--- src/rtl/wdt_pkg.sv ---
package wdt_pkg;
  typedef enum logic {
    SEL_CTRL   = 1'b0,
    SEL_RELOAD = 1'b1
  } wr_sel_e;
endpackage

--- src/rtl/wdt_strap_ctl.sv ---
module wdt_strap_ctl (
  input  logic clk_i,
  input  logic rst_ni,
  input  logic pwr_good_i,
  input  logic strap_i,
  input  logic ctl_wr_i,
  input  logic wr_bit_i,
  output logic no_reboot_o
);
  logic pg_q, lock_q, nr_q;
  logic pg_rise;

  assign pg_rise = pwr_good_i & ~pg_q;

  always_ff @(posedge clk_i or negedge rst_ni) begin
    if (!rst_ni) begin
      pg_q   <= 1'b0;
      lock_q <= 1'b0;
      nr_q   <= 1'b0;
    end else begin
      pg_q <= pwr_good_i;
      if (pg_rise) begin
        lock_q <= strap_i;
        if (strap_i) nr_q <= 1'b1;
      end else if (ctl_wr_i) begin
        // locked bit can only be set further
        nr_q <= lock_q ? (nr_q | wr_bit_i) : wr_bit_i;
      end
    end
  end

  assign no_reboot_o = nr_q;


  strap_force_chk: assert property (@(posedge clk_i) disable iff (!rst_ni)
    (pg_rise && strap_i) |=> no_reboot_o);

  locked_hold_chk: assert property (@(posedge clk_i) disable iff (!rst_ni)
    (lock_q && no_reboot_o) |=> no_reboot_o);

  strap_ignore_chk: assert property (@(posedge clk_i) disable iff (!rst_ni)
    (!pg_rise && !ctl_wr_i) |=> $stable(no_reboot_o));
endmodule

--- src/rtl/wdt_counter.sv ---
module wdt_counter #(
  parameter int unsigned CNT_W      = 16,
  parameter int unsigned RELOAD_RST = 1000
) (
  input  logic             clk_i,
  input  logic             rst_ni,
  input  logic             reload_wr_i,
  input  logic [CNT_W-1:0] reload_val_i,
  input  logic             kick_i,
  output logic             tmo_o
);
  localparam logic [CNT_W-1:0] RstVal = CNT_W'(RELOAD_RST);

  logic [CNT_W-1:0] cnt_q, reload_q;

  assign tmo_o = (cnt_q == '0) && !kick_i;

  always_ff @(posedge clk_i or negedge rst_ni) begin
    if (!rst_ni) begin
      cnt_q    <= RstVal;
      reload_q <= RstVal;
    end else begin
      if (reload_wr_i) reload_q <= reload_val_i;
      if (kick_i || tmo_o) cnt_q <= reload_q;
      else                 cnt_q <= cnt_q - 1'b1;
    end
  end


  expiry_reload_chk: assert property (@(posedge clk_i) disable iff (!rst_ni)
    tmo_o |=> (cnt_q == $past(reload_q)));

  kick_reload_chk: assert property (@(posedge clk_i) disable iff (!rst_ni)
    kick_i |=> (cnt_q == $past(reload_q)));
endmodule

--- src/rtl/wdt_escalate.sv ---
module wdt_escalate (
  input  logic clk_i,
  input  logic rst_ni,
  input  logic tmo_i,
  input  logic kick_i,
  input  logic no_reboot_i,
  output logic smi_o,
  output logic reboot_o
);
  logic stage_q, smi_q, reboot_q;

  always_ff @(posedge clk_i or negedge rst_ni) begin
    if (!rst_ni) begin
      stage_q  <= 1'b0;
      smi_q    <= 1'b0;
      reboot_q <= 1'b0;
    end else begin
      smi_q <= tmo_i && !stage_q;
      if (kick_i)     stage_q <= 1'b0;
      else if (tmo_i) stage_q <= 1'b1;
      if (tmo_i && stage_q && !no_reboot_i) reboot_q <= 1'b1;
    end
  end

  assign smi_o    = smi_q;
  assign reboot_o = reboot_q;


  smi_single_chk: assert property (@(posedge clk_i) disable iff (!rst_ni)
    smi_o |=> !smi_o);

  second_reboot_chk: assert property (@(posedge clk_i) disable iff (!rst_ni)
    (tmo_i && stage_q && !no_reboot_i) |=> reboot_o);

  masked_reboot_chk: assert property (@(posedge clk_i) disable iff (!rst_ni)
    (no_reboot_i && !reboot_o) |=> !reboot_o);

  reboot_sticky_chk: assert property (@(posedge clk_i) disable iff (!rst_ni)
    reboot_o |=> reboot_o);
endmodule

--- src/rtl/wdt_two_stage.sv ---
module wdt_two_stage #(
  parameter int unsigned CNT_W      = 16,
  parameter int unsigned RELOAD_RST = 1000
) (
  input  logic             clk_i,
  input  logic             rst_ni,
  input  logic             pwr_good_i,
  input  logic             strap_i,
  input  logic             wr_en_i,
  input  logic             wr_sel_i,
  input  logic [CNT_W-1:0] wr_data_i,
  input  logic             kick_i,
  output logic             smi_o,
  output logic             reboot_req_o
);
  import wdt_pkg::*;

  wr_sel_e sel;
  logic ctl_wr, reload_wr, no_reboot, tmo;

  assign sel       = wr_sel_e'(wr_sel_i);
  assign ctl_wr    = wr_en_i && (sel == SEL_CTRL);
  assign reload_wr = wr_en_i && (sel == SEL_RELOAD);

  wdt_strap_ctl i_strap (
    .clk_i       (clk_i),
    .rst_ni      (rst_ni),
    .pwr_good_i  (pwr_good_i),
    .strap_i     (strap_i),
    .ctl_wr_i    (ctl_wr),
    .wr_bit_i    (wr_data_i[0]),
    .no_reboot_o (no_reboot)
  );

  wdt_counter #(.CNT_W(CNT_W), .RELOAD_RST(RELOAD_RST)) i_counter (
    .clk_i        (clk_i),
    .rst_ni       (rst_ni),
    .reload_wr_i  (reload_wr),
    .reload_val_i (wr_data_i),
    .kick_i       (kick_i),
    .tmo_o        (tmo)
  );

  wdt_escalate i_escalate (
    .clk_i       (clk_i),
    .rst_ni      (rst_ni),
    .tmo_i       (tmo),
    .kick_i      (kick_i),
    .no_reboot_i (no_reboot),
    .smi_o       (smi_o),
    .reboot_o    (reboot_req_o)
  );


  reset_quiet_chk: assert property (@(posedge clk_i) disable iff (!rst_ni)
    $rose(rst_ni) |-> (!smi_o && !reboot_req_o));
endmodule

--- config.mk ---
export PLATFORM = sky130hd
export DESIGN_NAME = wdt_two_stage
export DESIGN_NICKNAME = d
export VERILOG_FILES = /design/src/rtl/wdt_pkg.sv /design/src/rtl/wdt_strap_ctl.sv /design/src/rtl/wdt_counter.sv /design/src/rtl/wdt_escalate.sv /design/src/rtl/wdt_two_stage.sv
export SDC_FILE = /design/constraint.sdc
export NUM_CORES = 1
export LEC_CHECK = 0
export CORE_ASPECT_RATIO = 1.5
export CORE_MARGIN = 5
export CORE_UTILIZATION = 48
export DETAILED_ROUTE_END_ITERATION = 7
export PLACE_DENSITY = 0.79
export SLEW_MARGIN = 40
export SYNTH_ARGS = -nofsm -noshare
export SYNTH_HDL_FRONTEND = slang
export SYNTH_HIERARCHICAL = 1
export SYNTH_SLANG_ARGS = --single-unit
--- constraint.sdc ---
create_clock -name clk_i -period 1.9 [get_ports clk_i]
set_input_delay 0.285 -clock clk_i [delete_from_list [all_inputs] [get_ports clk_i]]
set_output_delay 0.285 -clock clk_i [all_outputs]
set_load 0.05 [all_outputs]
==> out/metrics.yaml <==
status: "finished, final reports clean"
power.density_nw_per_um2: 965
avgRoutedWirePerCell_um: 14.8
dp_hpwl_um: 2280
die-area_um2: 4880
cts_root_buffer: "clkbuf_8"
period_minus_slack_ns: 1.80
hold_class: "in -> async"
crit_arrival_ns: 1.98
clk_pin_slew_ns: 0.07
drv_slew: 0
place.gp.congestion: 0.821
cts_sinks: 38
tightest_slew_ns: 0.496
async_flop_share: 1.00
drc: 0
power_mw: 2.07
routed_wl_um: 3290
setup_violations: 0
areaGrowthSynthToFinish_pct: 25.6
max-vdd-ir-drop_mv: 0.670
antenna_left: 0
syn_area_per_cell_um2: 11.4
synth_area_um2: 1710
via_per_inst: 5.28
design_area_um2: 2150
grt_max_degree: 39
core_area_um2: 3420
crit_path_max_fanout: 27
numPlacedInstances: 214
yosys_warnings: 6
clock_skew_ns: 0.00325
cp-start-kind: "flop"
synth_edf_count: 0
drive_above_1_share: 0.282
layout_common_cells: "dfrtp_1 (26), clkdlybuf4s50_1 (24), nor2_1 (16)"
critical-path-max-stage-delay_ns: 0.46
clockBufferDepth: 2
num_vias: 1178
layout.cells.non_filler: 223
slew_headroom: 0.668
synth_top_cell_by_area: "dfrtp_1"
drt_iter0_markers: 21
timing.hold.ws_ns: 0.424
critPathBufInv: 1
worstSkewPairLatency_ns: 0.29
fmax_ghz: 0.556
grt_pass1_wl_um: 5600
final_common_cell: "dfrtp_1"
synthTopCellsByArea: "dfrtp_1 (38%), dfstp_2 (18%), mux2_2 (8.6%), nor2_1 (4.4%), xnor2_1 (3.6%)"
rows: 26
drt_pass1_iterations: 4
die_w_um: 58.8
port_buffers: 24
synth_top_area_frac: 0.380
grt_pass1_vias: 1256
grt_setup_unrepaired: "true"
drv_cap: 0
critical_path_class: "reg -> reg"
fin_nets: 204
synth_cell_types: 34
diodes: 0
hold_viol: 0
p_leak_nw: 0.864
ioPinCount: 25
grt_antenna_before_repair: 0
synth_seq_cells: 38
fin_tns_setup_ns: 0
crit_family: "simple AND/OR/NAND/NOR gates"
start_util: 0.501
syn_nets: 174
grt_usage: 0.148
seq_area_frac_synth: 0.564
cts_tree: "done"
ys.flop_type: "dfrtp_1"
cts_made_buffers: 5
ctsHtreeMaxLevel: 2
endpoint_kind: "flop"
fin_crit_sh: 0.947
cp.required_ns: 2.08
syn_inst: 150
gr-total-overflow: 0
placed_cell_area_um2: 2000
die_h_um: 83.1
crit_path_top_delay_cell: "o41a_1"
path_cells: "nor3_4, nand4_1, o41a_1, buf_12, nor2_2, a21oi_1"
==> metal layers <==
metal / track usage / vias to the layer above / wire length (um)
li1: - / 575 / -
met1: 0.167 / 575 / 1160
met2: 0.253 / 20 / 1920
met3: 0.0435 / 8 / 127
met4: 0.0619 / 0 / 85
met5: 0 / - / 0
==> path summary, 6_finish.rpt <==
path / startpoint / to / slack (ns) / depth (start not counted)
max: i_counter/cnt_q[4] / i_counter/cnt_q[12] / 0.10 / 6
min: rst_ni / i_strap/no_reboot_o / 0.42 / 2
max reg2reg: i_counter/cnt_q[4] / i_counter/cnt_q[12] / 0.10 / 6
min reg2reg: i_escalate/reboot_o / i_escalate/reboot_o / 0.48 / 1
max in group asynchronous: rst_ni / i_counter/reload_q[6] / 1.12 / 2
min in group clk_i: i_escalate/reboot_o / i_escalate/reboot_o / 0.48 / 1
==> final cells by class <==
class | instances | area, um2
Inverter | 7 | 26.3
Tap cell | 42 | 52.6
Sequential cell | 38 | 966
Clock buffer | 8 | 110
Multi-Input combinational cell | 100 | 712
Timing Repair Buffer | 28 | 283
Fill cell | 295 | 1270
==> sequential cells by signal, indices dropped and copies added, names as in the netlist <==
signal and cells:
i_strap/lock_q 1, i_counter/reload_q 16, i_escalate/reboot_o 1, i_strap/pg_q 1, i_strap/no_reboot_o 1, i_counter/cnt_q 16, i_escalate/stage_q 1, i_escalate/smi_o 1
==> kinds of logic (layout without fill, tap and decap cells) <==
group | Yosys count | count (layout) | synth area share
AO/OA/AOI/OAI | 24 | 24 | 0.0826
adder cells (fa/ha/maj) | 1 | 1 | 0.00731
flip-flops | 38 | 38 | 0.564
AND/OR/NAND/NOR | 48 | 48 | 0.144
buffers and inverters | 12 | 43 | 0.0395
XOR/XNOR | 11 | 11 | 0.0563
multiplexers | 16 | 16 | 0.106
==> worst register-to-register path, stage by stage, from the launching register on <==
cell and delay [ns]:
dfrtp_1 0.43, nor3_4 0.26, nand4_1 0.20, o41a_1 0.46, buf_12 0.18, nor2_2 0.11, a21oi_1 0.05
==> power breakdown <==
group	switching, mW	total [mW]	internal [mW]
combinational	0.159	0.361	0.202
sequential	0.111	1.08	0.964
clock	0.272	0.638	0.366
==> synthesized netlist by cell type, types with 2 or more instances <==
cell type / n
mux2i_1: 2
and2b_2: 2
xor2_1: 4
nand4_1: 2
dfrtp_1: 26
buf_6: 3
nand2_1: 7
dfstp_2: 12
o21ai_0: 5
clkbuf_1: 2
a21oi_1: 12
mux2_2: 13
xnor2_1: 7
nor2_1: 20
nor3_1: 7
inv_1: 7
a31oi_1: 2
==> what timing repair did <==
item,4_1_cts,5_1_grt
buffers inserted,0,1
endpoints found under the setup margin,0,12
hold endpoints to repair,0,0
hold buffers,0,0
gates resized for setup,0,8
==> through the flow <==
step	setup slack (ns)	utilization
after floorplan	0.0880	-
after global placement	0.0940	0.585
after detailed placement	0.0377	0.585
after CTS	0.0255	0.617
after global routing	-0.00593	0.629
final	0.101	0.629
Power figures use the tool's default switching activity.
